--- src/rtl/ffmt_pkg.sv ---
package ffmt_pkg;
  localparam int NAX = 3;

  typedef enum logic {
    DB_DEC = 1'b0,
    DB_CLR = 1'b1
  } db_mode_e;
endpackage

--- src/rtl/ffmt_axis_cmp.sv ---
module ffmt_axis_cmp #(
  parameter int DATA_W = 14,
  localparam int MAG_W = DATA_W - 1
) (
  input  logic [DATA_W-1:0] smp,
  input  logic [MAG_W-1:0]  thr,
  output logic              above,
  output logic              below,
  output logic              neg
);
  localparam logic [DATA_W-1:0] MOST_NEG = {1'b1, {(DATA_W-1){1'b0}}};

  logic [DATA_W-1:0] flipped;
  logic [MAG_W-1:0]  mag;

  always_comb begin
    flipped = ~smp + 1'b1;
    if (smp == MOST_NEG)
      mag = '1;
    else if (smp[DATA_W-1])
      mag = flipped[MAG_W-1:0];
    else
      mag = smp[MAG_W-1:0];
    above = mag > thr;
    below = mag < thr;
    neg   = smp[DATA_W-1];
  end
endmodule

--- src/rtl/ffmt_debounce.sv ---
module ffmt_debounce
  import ffmt_pkg::*;
#(
  parameter int CNT_W = 8
) (
  input  logic             clk,
  input  logic             rst,
  input  logic             vld,
  input  logic             cond,
  input  db_mode_e         mode,
  input  logic [CNT_W-1:0] limit,
  output logic             detect
);
  logic [CNT_W-1:0] cnt;
  logic [CNT_W-1:0] cnt_nx;

  always_comb begin
    if (cond)
      cnt_nx = (cnt >= limit) ? limit : cnt + 1'b1;
    else if (mode == DB_CLR)
      cnt_nx = '0;
    else
      cnt_nx = (cnt != '0) ? cnt - 1'b1 : '0;
    detect = vld && cond && (cnt_nx == limit);
  end

  always_ff @(posedge clk) begin
    if (rst)
      cnt <= '0;
    else if (vld)
      cnt <= cnt_nx;
  end

  p_sat_r5: assert property (@(posedge clk) disable iff (rst)
    vld && cond |=> cnt <= $past(limit));
  p_dec_r6: assert property (@(posedge clk) disable iff (rst)
    vld && !cond && mode == DB_DEC && cnt != '0 |=> cnt == $past(cnt) - 1'b1);
  p_clr_r7: assert property (@(posedge clk) disable iff (rst)
    vld && !cond && mode == DB_CLR |=> cnt == '0);
  p_hold_r11: assert property (@(posedge clk) disable iff (rst)
    !vld |=> $stable(cnt));
endmodule

--- src/rtl/ffmt_event_reg.sv ---
module ffmt_event_reg #(
  parameter int NAX = 3
) (
  input  logic           clk,
  input  logic           rst,
  input  logic           vld,
  input  logic           detect,
  input  logic           latch,
  input  logic           rd,
  input  logic [NAX-1:0] cur_axis,
  input  logic [NAX-1:0] cur_neg,
  output logic           ev,
  output logic [NAX-1:0] ev_axis,
  output logic [NAX-1:0] ev_neg
);
  logic [NAX-1:0] pol_now;
  assign pol_now = cur_neg & cur_axis;

  always_ff @(posedge clk) begin
    if (rst) begin
      ev      <= 1'b0;
      ev_axis <= '0;
      ev_neg  <= '0;
    end else if (latch) begin
      if (vld && detect) begin
        ev <= 1'b1;
        if (ev && !rd) begin
          ev_axis <= ev_axis | cur_axis;
          ev_neg  <= (ev_neg & ~cur_axis) | pol_now;
        end else begin
          ev_axis <= cur_axis;
          ev_neg  <= pol_now;
        end
      end else if (rd) begin
        ev      <= 1'b0;
        ev_axis <= '0;
        ev_neg  <= '0;
      end
    end else if (vld) begin
      ev      <= detect;
      ev_axis <= detect ? cur_axis : '0;
      ev_neg  <= detect ? pol_now : '0;
    end
  end

  p_latch_hold_r8: assert property (@(posedge clk) disable iff (rst)
    latch && ev && !rd |=> ev);
  p_rd_same_r8: assert property (@(posedge clk) disable iff (rst)
    latch && vld && detect && rd |=> ev);
  p_rt_follow_r9: assert property (@(posedge clk) disable iff (rst)
    !latch && vld |=> ev == $past(detect));
  p_src_idle_r10: assert property (@(posedge clk) disable iff (rst)
    !ev |-> ev_axis == '0 && ev_neg == '0);
endmodule

--- src/rtl/ffmt_detector.sv ---
module ffmt_detector
  import ffmt_pkg::*;
#(
  parameter int DATA_W = 14,
  parameter int CTH_W  = 7,
  parameter int CNT_W  = 8,
  localparam int MAG_W = DATA_W - 1,
  localparam int SHIFT = MAG_W - CTH_W
) (
  input  logic              clk,
  input  logic              rst,
  input  logic              smp_vld,
  input  logic [DATA_W-1:0] smp_x,
  input  logic [DATA_W-1:0] smp_y,
  input  logic [DATA_W-1:0] smp_z,
  input  logic              cfg_motion,
  input  logic [NAX-1:0]    cfg_axis_en,
  input  logic              cfg_latch,
  input  logic              cfg_dbclr,
  input  logic              cfg_thr_sel,
  input  logic [CTH_W-1:0]  thr_common,
  input  logic [MAG_W-1:0]  thr_x,
  input  logic [MAG_W-1:0]  thr_y,
  input  logic [MAG_W-1:0]  thr_z,
  input  logic [CNT_W-1:0]  dbc_limit,
  input  logic              src_read,
  output logic              evt_active,
  output logic [NAX-1:0]    src_axis_evt,
  output logic [NAX-1:0]    src_axis_neg
);
  logic [DATA_W-1:0] smp_a [NAX];
  logic [MAG_W-1:0]  thr_a [NAX];
  logic [MAG_W-1:0]  thr_shared;
  logic [NAX-1:0]    above, below, neg, qual;
  logic              cond, detect;
  db_mode_e          db_mode;

  assign smp_a[0] = smp_x;
  assign smp_a[1] = smp_y;
  assign smp_a[2] = smp_z;
  assign thr_shared = {thr_common, {SHIFT{1'b0}}};
  assign db_mode = cfg_dbclr ? DB_CLR : DB_DEC;

  for (genvar a = 0; a < NAX; a++) begin : g_axis
    always_comb begin
      unique case (a)
        0:       thr_a[a] = cfg_thr_sel ? thr_x : thr_shared;
        1:       thr_a[a] = cfg_thr_sel ? thr_y : thr_shared;
        default: thr_a[a] = cfg_thr_sel ? thr_z : thr_shared;
      endcase
    end

    ffmt_axis_cmp #(.DATA_W(DATA_W)) cmp_i (
      .smp   (smp_a[a]),
      .thr   (thr_a[a]),
      .above (above[a]),
      .below (below[a]),
      .neg   (neg[a])
    );

    assign qual[a] = cfg_axis_en[a] && (cfg_motion ? above[a] : below[a]);
  end

  assign cond = cfg_motion ? (|qual)
                           : ((|cfg_axis_en) && (&(below | ~cfg_axis_en)));

  ffmt_debounce #(.CNT_W(CNT_W)) dbc_i (
    .clk    (clk),
    .rst    (rst),
    .vld    (smp_vld),
    .cond   (cond),
    .mode   (db_mode),
    .limit  (dbc_limit),
    .detect (detect)
  );

  ffmt_event_reg #(.NAX(NAX)) evr_i (
    .clk      (clk),
    .rst      (rst),
    .vld      (smp_vld),
    .detect   (detect),
    .latch    (cfg_latch),
    .rd       (src_read),
    .cur_axis (qual),
    .cur_neg  (neg),
    .ev       (evt_active),
    .ev_axis  (src_axis_evt),
    .ev_neg   (src_axis_neg)
  );

  p_ff_none_r4: assert property (@(posedge clk) disable iff (rst)
    smp_vld && !cfg_motion && cfg_axis_en == '0 |-> !detect);
  p_src_subset_r10: assert property (@(posedge clk) disable iff (rst)
    smp_vld && detect && !cfg_latch |=> (src_axis_evt & ~$past(cfg_axis_en)) == '0);
endmodule

--- config.mk ---
export PLATFORM = sky130hd
export DESIGN_NAME = ffmt_detector
export DESIGN_NICKNAME = d
export VERILOG_FILES = /design/src/rtl/ffmt_pkg.sv /design/src/rtl/ffmt_axis_cmp.sv /design/src/rtl/ffmt_debounce.sv /design/src/rtl/ffmt_event_reg.sv /design/src/rtl/ffmt_detector.sv
export SDC_FILE = /design/constraint.sdc
export NUM_CORES = 1
export LEC_CHECK = 0
export ABC_AREA = 1
export BUFFER_PORTS_ARGS = -buffer_cell sky130_fd_sc_hd__buf_2
export CORE_AREA = 2 2 90 92
export CTS_CLUSTER_DIAMETER = 60
export DETAILED_ROUTE_END_ITERATION = 12
export DIE_AREA = 0 0 92 94
export PLACE_DENSITY_LB_ADDON = 0.2
export SLEW_MARGIN = 25
export SYNTH_ARGS = -nofsm -noshare
export SYNTH_HDL_FRONTEND = slang
export SYNTH_SLANG_ARGS = --single-unit
export TNS_END_PERCENT = 30
--- constraint.sdc ---
create_clock -name clk -period 5.45 [get_ports clk]
set_input_delay 0.545 -clock clk [delete_from_list [all_inputs] [get_ports clk]]
set_output_delay 0.545 -clock clk [all_outputs]
set_load 0.1 [all_outputs]
==> impl_metrics.ini, run 1 <==
[outcome]
status = finished clean

[routing]
wirelength_um = 11500
ant_nets = 0
drt_iter0_drc = 204
routedWlPerCell_um = 12.4
post_drt_via_cell_ratio = 5.18
route.detailed.drc = 0
vias = 4795
detail_route.first_pass.iterations = 4

[cells_and_area]
diodes = 0
layout-drive-gt1-share_pct = 19.5
synthToLayoutAreaGrowth_pct = 15.9
final_area_um2 = 4740
fin_nets = 985

[synthesis]
syn-cell-area_um2 = 4090
yosys_warnings = 0
synth_area_per_cell_um2 = 5.65
synth_cells = 723
syn-num-nets = 883
synthDistinctLibCells = 41
yosysSeqAreaShare_pct = 7.35
synth_seq_cells = 15

[clocking]
htree_levels = 1
cts_tree = done
cts.path.max_buffers = 2
clock_latency_ns = 0.26
cts.clk_slew.worst_paths_ns = 0.07
cts_setup_buffers = 0
post_cts_resized = 0
numCtsBuffers = 3
clock-root-buffer = clkbuf_8
ctsHoldBuffers = 0
clock-sinks = 15

[timing]
finClkSkew_ns = 0.00552
post-route-period-util_pct = 87.4
slew_headroom_pct = 57.0
fin_setup_tns_ns = 0
min_period_ns = 4.76
setup_violations = 0
rsz0062_at_grt = no
slew_violations = 0
max_freq_mhz = 210
finalHoldViolations = 0
worst_pin_slew_ns = 0.646

[grt]
grt_overflow = 0
grt_max_degree = 39
grt_pass1_vias = 4484
grtUsageTotal_pct = 26.8
grt_first_pass_wirelength_um = 19400
antenna_found_initial = 0

[pwr]
switchingPower_uw = 371
p_sw_share_pct = 51.1
p_int_uw = 354
power_frac_comb_pct = 68.3
leakage_uw = 0.00267
pwr-share-seq_pct = 18.1
peakVddDrop_v = 0.000129
pwr-share-clk_pct = 13.6
power.density_nw_per_um2 = 153

[floorplanning]
dieArea_um2 = 8650
coreArea_um2 = 7610
io_pins = 114
die_height_um = 94
fp.dieW_um = 92
rows = 32
initial_utilization_pct = 53.7

[critical_path]
crit_slowest_cell = o21ai_4
path_delay_family = simple AND/OR/NAND/NOR gates
cp_max_fo = 15
critPathLaunchType = input pin
slowest_delay_ns = 0.36
cp_num_cells = 33
required_ns = 5.64
crit_arrival_ns = 4.95
reg2regPathDepth = 15
cpMostUsedCell = nand2_1
path_buf_inv = 6
endpoint_kind = flop
critPathKind = in -> reg

[place]
port-buffer-count = 113
dp_hpwl_um = 9680
dpl_cell_area_um2 = 4690
finalWeightedCongestion = 0.925

[job]
drv_cap = 0

[hold_path]
min_path_cells = 2
hp-class = reg -> reg
[registers in the layout (all words and copies together) (netlist names)]
register / count
evr_i.ev_axis: 3
evr_i.ev: 1
evr_i.ev_neg: 3
dbc_i.cnt: 8
[cell usage after synthesis (all sizes together)]
library cell | number | share of area, %
o21a | 1 | 0.18
xnor2 | 7 | 1.5
and2 | 1 | 0.15
nand2 | 197 | 19
nor2 | 82 | 8.3
xor2 | 18 | 3.9
clkbuf | 4 | 0.37
a31oi | 1 | 0.31
or3 | 1 | 0.15
dfxtp | 15 | 7.3
a41oi | 1 | 0.21
nand3 | 65 | 9.2
inv | 114 | 10
a21oi | 42 | 5.3
o21bai | 2 | 0.37
o31ai | 1 | 0.18
nand4 | 8 | 1.2
nand3b | 5 | 1.0
ha | 53 | 16
clkinv | 3 | 0.28
nor4 | 2 | 0.31
buf | 12 | 1.8
o211ai | 10 | 1.8
nor3 | 22 | 2.7
or2 | 10 | 1.5
nor3b | 5 | 0.92
o21ai | 41 | 5.4
[path summary, 6_finish.rpt]
check                         end          from  slack, ns
setup / recovery  evr_i.ev_neg[2]      smp_z[1]       0.69
hold / removal           evr_i.ev      evr_i.ev       0.51
setup reg to reg  evr_i.ev_neg[2]  dbc_i.cnt[3]       2.41
hold reg to reg          evr_i.ev      evr_i.ev       0.51
[worst reg2reg max path, cell delays in order (launching register included)]
cell and delay (ns):
dfxtp_1 0.47, ha_1 0.30, a21oi_1 0.14, o21ai_0 0.12, nand2_1 0.07, nand3_1 0.38, o21ai_0 0.45, nand3b_1 0.18
nand3_1 0.12, nand2_2 0.12, nand2_1 0.07, nor2_2 0.09, nand3_2 0.17, nand3_1 0.13, nand2_1 0.05, nor2_1 0.11
[power groups by stage]
stage | clock [uW] | combinational, uW | sequential, uW
after floorplan | 0 | 357 | 144
after global placement | 0 | 474 | 133
after detailed placement | 0 | 490 | 134
after CTS | 97.6 | 494 | 131
after global routing | 103 | 565 | 133
final | 98.5 | 495 | 131
[stage by stage]
step                setup WS, ns  std cells  hold slack, ns  util, %  power, uW
CTS                        0.756        926           0.504     62.3        722
floorplan                   1.34        723           0.519        -        502
global placement           0.736        922           0.487     61.7        607
detailed placement         0.537        922           0.494     61.7        623
finish                     0.686        926           0.505     62.3        725
global route             0.00146        926           0.521     62.3        801
[cell families after synthesis]
family | count (synthesis) | synth area share, %
fa+ha+maj | 53 | 16.2
simple gates | 398 | 44.3
compound gates | 99 | 13.8
xor+xnor | 25 | 5.36
flops | 15 | 7.35
buf+inv | 133 | 12.9
[per-layer routing]
layer  global-route usage, %  part of all wire (%)  wire length (um)
met3                    1.69                   5.6               645
met1                    34.7                    45              5150
met2                    47.9                    47              5390
met4                    7.59                   2.4               272
met5                       0                     0                 0
[area by class of cell]
type / instances / area (um2)
inverters: 117 / 439
flip-flops and latches: 15 / 300
repair buffers: 113 / 566
fillers: 754 / 2870
clock buffers: 4 / 45.0
well taps: 102 / 128
multi-input cells: 575 / 3260
[placed cells by master, fill, tap and decap left out, drive strengths merged, types with 2 or more instances in the layout]
master,netlist,layout
a21oi,42,42
buf,12,113
clkbuf,4,4
clkinv,3,3
dfxtp,15,15
ha,53,53
inv,114,114
nand2,197,197
nand3,65,65
nand3b,5,5
nand4,8,8
nor2,82,82
nor3,22,22
nor3b,5,5
nor4,2,2
o211ai,10,10
o21ai,41,41
o21bai,2,2
or2,10,10
xnor2,7,7
xor2,18,18
(Power assumes the default switching activity.)
==> inputs of run 2 (changes only) <==
ABC_AREA = unset   (was 1)
CORE_AREA = 2 2 86 88   (was 2 2 90 92)
DIE_AREA = 0 0 88 90   (was 0 0 92 94)
==> impl_metrics.ini, run 2 <==
[timing]
finalHoldViolations = 0
fin_setup_tns_ns = 0
slew_headroom_pct = 49.5
max_freq_mhz = 206
worst_pin_slew_ns = 0.757
holdWs_ns = 0.520
rsz0062_at_grt = no
min_period_ns = 4.84
slew_violations = 0
timing.final.ws_setup_ns = 0.606
setup_violations = 0
post-route-period-util_pct = 88.9
finClkSkew_ns = 0.00641

[routing]
vias = 3946
post_drt_via_cell_ratio = 5.66
ant_nets = 0
detail_route.first_pass.iterations = 4
drt_iter0_drc = 183
route.detailed.drc = 0
wirelength_um = 9490
routedWlPerCell_um = 13.6

[clocking]
post_cts_resized = 0
clock-root-buffer = clkbuf_8
cts.path.max_buffers = 2
ctsHoldBuffers = 0
numCtsBuffers = 3
cts.clk_slew.worst_paths_ns = 0.06
htree_levels = 1
cts_setup_buffers = 0
cts_tree = done
clock_latency_ns = 0.26
clock-sinks = 15

[synthesis]
yosysSeqAreaShare_pct = 8.39
synth_cells = 503
synth_adder_area_share_pct = 18.5
synth_compound_area_share_pct = 20.7
synth_top_cells_by_count = 82 x nand2_1, 53 x ha_1, 41 x a21oi_1
synthDistinctLibCells = 62
synthMuxAreaShare_pct = 1.89
synth_area_per_cell_um2 = 7.11
syn-num-nets = 663
yosys_warnings = 0
synth_seq_cells = 15
ys.flop_type = dfxtp_1
synth_top_area_share_pct = 18.5
synth_edf_count = 0
yosys.area_share.xor_xnor_pct = 12.5
ys_async_sr_fraction_pct = 0
syn-cell-area_um2 = 3580
synthSimpleGateAreaFrac_pct = 31.7
yosysTopAreaCell = ha_1
synth_area_leaders = ha_1 19%, nand2_1 8.6%, dfxtp_1 8.4%
synth_top_family_by_area = simple AND/OR/NAND/NOR gates
yosysMostFrequentCell = nand2_1

[floorplanning]
initial_utilization_pct = 51.0
fp.dieW_um = 88
dieArea_um2 = 7920
die_height_um = 90
rows = 31
io_pins = 114
coreArea_um2 = 7020

[cells_and_area]
layout-drive-gt1-share_pct = 22.9
top_register = dbc_i.cnt
fin_nets = 759
final_common_cell = buf_2
largest_reg_flops = 8
diodes = 0
final_area_um2 = 4180
reg_top3 = dbc_i.cnt (8), evr_i.ev_axis (3), evr_i.ev_neg (3)
fillers = 699
fin_cells = 697
final_cell_mix = 113 x buf_2, 82 x nand2_1, 53 x ha_1, 41 x a21oi_1, 32 x xor2_1
synthToLayoutAreaGrowth_pct = 16.9

[grt]
antenna_found_initial = 0
grt_pass1_vias = 3597
grt_first_pass_wirelength_um = 15500
grt_max_degree = 47
grtUsageTotal_pct = 23.3
grt_overflow = 0

[outcome]
status = finished clean

[hold_path]
hp-class = reg -> reg

[job]
drv_cap = 0

[place]
dpl_cell_area_um2 = 4130
port-buffer-count = 113
dp_hpwl_um = 7820
dp_cells = 693
finalWeightedCongestion = 0.945
pre_cts_slack_ns = 0.389

[critical_path]
crit_arrival_ns = 5.02
critPathKind = in -> reg
required_ns = 5.63
cp_max_fo = 19
endpoint_kind = flop
critPathLaunchType = input pin
r2r_slack_ns = 2.32

[pwr]
leakage_uw = 0.00200
power.density_nw_per_um2 = 144
peakVddDrop_v = 0.0000840
## run 2: final cells by class
class | instances | area (um2) | area share [%]
Clock inverter | 1 | 5.00 | 0.120
Tap cell | 99 | 124 | 2.96
Sequential cell | 15 | 300 | 7.18
Multi-Input combinational cell | 442 | 3050 | 73.1
Clock buffer | 3 | 41.3 | 0.988
Timing Repair Buffer | 113 | 566 | 13.5
Inverter | 24 | 90.1 | 2.16
## run 2: worst max-delay path: stages
cell       delay, ns
buf_2           0.11
inv_1           0.09
ha_1            0.17
nand2_1         0.07
or3_4           0.34
or3_1           0.36
or3_1           0.34
or3b_4          0.49
nand2_1         0.10
ha_1            0.26
a21oi_1         0.16
o221ai_1        0.12
a221o_1         0.35
mux2_4          0.33
a21o_2          0.27
a2bb2oi_2       0.54
nand4b_1        0.18
a31oi_1         0.20
## run 2: worst paths after layout
check | endpoint | startpoint | cells after the start
hold / removal | evr_i.ev | evr_i.ev | 2
setup / recovery | evr_i.ev_neg[1] | smp_x[1] | 18
setup reg to reg | dbc_i.cnt[5] | dbc_i.cnt[0] | 10
hold reg to reg | evr_i.ev | evr_i.ev | 2
## run 2: kinds of logic after synthesis
| family | after synthesis |
|---|---|
| simple gates | 219 |
| compound gates | 113 |
| fa+ha+maj | 53 |
| xor+xnor | 51 |
| buf+inv | 46 |
| flops | 15 |
| mux | 6 |
## run 2: routing by layer
layer  share of wire [%]  global-route usage (%)  up-vias
li1                    -                       -     2005
met1                  46                    30.9     1808
met5                   0                       0        -
met3                 6.1                    2.75       11
met2                  47                    40.3      122
met4                0.96                    4.36        0
## run 2: power breakdown
part	internal (uW)	total [uW]	switching [uW]	leakage (uW)
sequential	116	133	16.2	0.000122
clock	50.8	95.1	44.3	0.0000255
combinational	169	375	206	0.00185
## run 2: metrics by stage
step                power [uW]  utilization (%)
finish                     603             59.5
global route               658             59.5
floorplan                  403                -
CTS                        601             59.5
global placement           496             58.9
detailed placement         506             58.9
==> inputs of run 3 (changes only) <==
BUFFER_PORTS_ARGS = -buffer_cell sky130_fd_sc_hd__clkbuf_2   (was -buffer_cell sky130_fd_sc_hd__buf_2)
==> impl_metrics.ini, run 3 (synthesized netlist as in run 2, its figures left out) <==
[place]
dp_hpwl_um = 7930
port-buffer-count = 113
finalWeightedCongestion = 0.930

[timing]
post-route-period-util_pct = 88.9
slew_violations = 0
worst_pin_slew_ns = 0.876
slew_headroom_pct = 41.6
finalHoldViolations = 0
setup_violations = 0
min_period_ns = 4.84
max_freq_mhz = 206
rsz0062_at_grt = no
fin_setup_tns_ns = 0
finClkSkew_ns = 0.00220

[hold_path]
hp-class = reg -> reg

[clocking]
numCtsBuffers = 3
cts.path.max_buffers = 2
post_cts_resized = 0
ctsHoldBuffers = 0
clock_latency_ns = 0.25
htree_levels = 1
clock-sinks = 15
clock-root-buffer = clkbuf_8
cts_setup_buffers = 0
cts_tree = done
cts.clk_slew.worst_paths_ns = 0.07

[grt]
grt_pass1_vias = 3701
grt_first_pass_wirelength_um = 15800
use_met3_pct = 2.48
top_usage_layer = met2
grt_overflow = 0
grt_util_met2_pct = 42.6
antenna_found_initial = 0
grtUsageTotal_pct = 23.7
use_met1_pct = 30.7
grt_max_degree = 47

[outcome]
status = finished clean

[critical_path]
critPathKind = in -> reg
critPathLaunchType = input pin
crit_arrival_ns = 5.03
endpoint_kind = flop
required_ns = 5.63
r2r_slack_ns = 2.31
cp_max_fo = 19

[cells_and_area]
top_register = dbc_i.cnt
fin_util_pct = 59.5
synthToLayoutAreaGrowth_pct = 16.9
fin_nets = 759
final_cell_mix = 113 x clkbuf_2, 82 x nand2_1, 53 x ha_1, 41 x a21oi_1, 32 x xor2_1
final_common_cell = clkbuf_2
largest_reg_flops = 8
layout-drive-gt1-share_pct = 22.9
diodes = 0
reg_top3 = dbc_i.cnt (8), evr_i.ev_axis (3), evr_i.ev_neg (3)

[floorplanning]
dieArea_um2 = 7920
die_height_um = 90
coreArea_um2 = 7020
rows = 31
initial_utilization_pct = 51.0
fp.dieW_um = 88
io_pins = 114

[job]
drv_cap = 0

[routing]
ant_nets = 0
routedWlPerCell_um = 13.7
vias = 3906
detail_route.first_pass.iterations = 5
drt_iter0_drc = 191
wirelength_um = 9530
route.detailed.drc = 0
post_drt_via_cell_ratio = 5.60

[pwr]
peakVddDrop_v = 0.000123
power.density_nw_per_um2 = 144
leakage_uw = 0.00201
run 3: final timing paths:
check             cells after the start         start               to
setup reg to reg                     10  dbc_i.cnt[0]     dbc_i.cnt[5]
hold reg to reg                       2      evr_i.ev         evr_i.ev
setup / recovery                     18      smp_x[1]  evr_i.ev_neg[2]
hold / removal                        2      evr_i.ev         evr_i.ev
run 3: per-layer routing:
| metal | part of all wire (%) | vias up |
|---|---|---|
| met5 | 0 | - |
| met4 | 0.59 | 0 |
| met3 | 6.1 | 6 |
| met2 | 49 | 120 |
| met1 | 45 | 1776 |
| li1 | - | 2004 |
run 3: layout make-up:
| class | count | area, um2 |
|---|---|---|
| clock buffer | 3 | 41.3 |
| clock inverter | 1 | 5.00 |
| fill | 710 | 2840 |
| inverter | 24 | 90.1 |
| multi-input combinational | 442 | 3050 |
| sequential | 15 | 300 |
| tap | 99 | 124 |
| timing repair buffer | 113 | 566 |
run 3: per-stage QoR:
step / worst slack (ns) / total power [uW] / hold WS [ns] / cell area [um2] / std cells
after floorplan: 0.930 / 403 / 0.500 / 3580 / 503
after detailed placement: 0.374 / 506 / 0.505 / 4130 / 693
after global placement: 0.498 / 496 / 0.498 / 4130 / 693
final: 0.606 / 603 / 0.517 / 4180 / 697
after global routing: 0.325 / 663 / 0.548 / 4180 / 697
after CTS: 0.636 / 603 / 0.521 / 4180 / 697
run 3: worst max-delay path, cell delays in order:
cell       delay [ns]
clkbuf_2         0.09
inv_1            0.09
ha_1             0.17
nand2_1          0.07
or3_4            0.34
or3_1            0.38
or3_1            0.35
or3b_4           0.49
nand2_1          0.10
ha_1             0.26
a21oi_1          0.12
o21ai_0          0.12
a221o_1          0.40
mux2_4           0.33
a21o_2           0.26
a2bb2oi_2        0.55
nand4b_1         0.17
a31oi_1          0.18
run 3: power by group:
| group | internal (uW) | leakage (uW) | switching, uW |
|---|---|---|---|
| combinational | 169 | 0.00186 | 205 |
| sequential | 116 | 0.000122 | 16.5 |
| clock | 50.7 | 0.0000255 | 45.2 |
| total | 336 | 0.00201 | 267 |
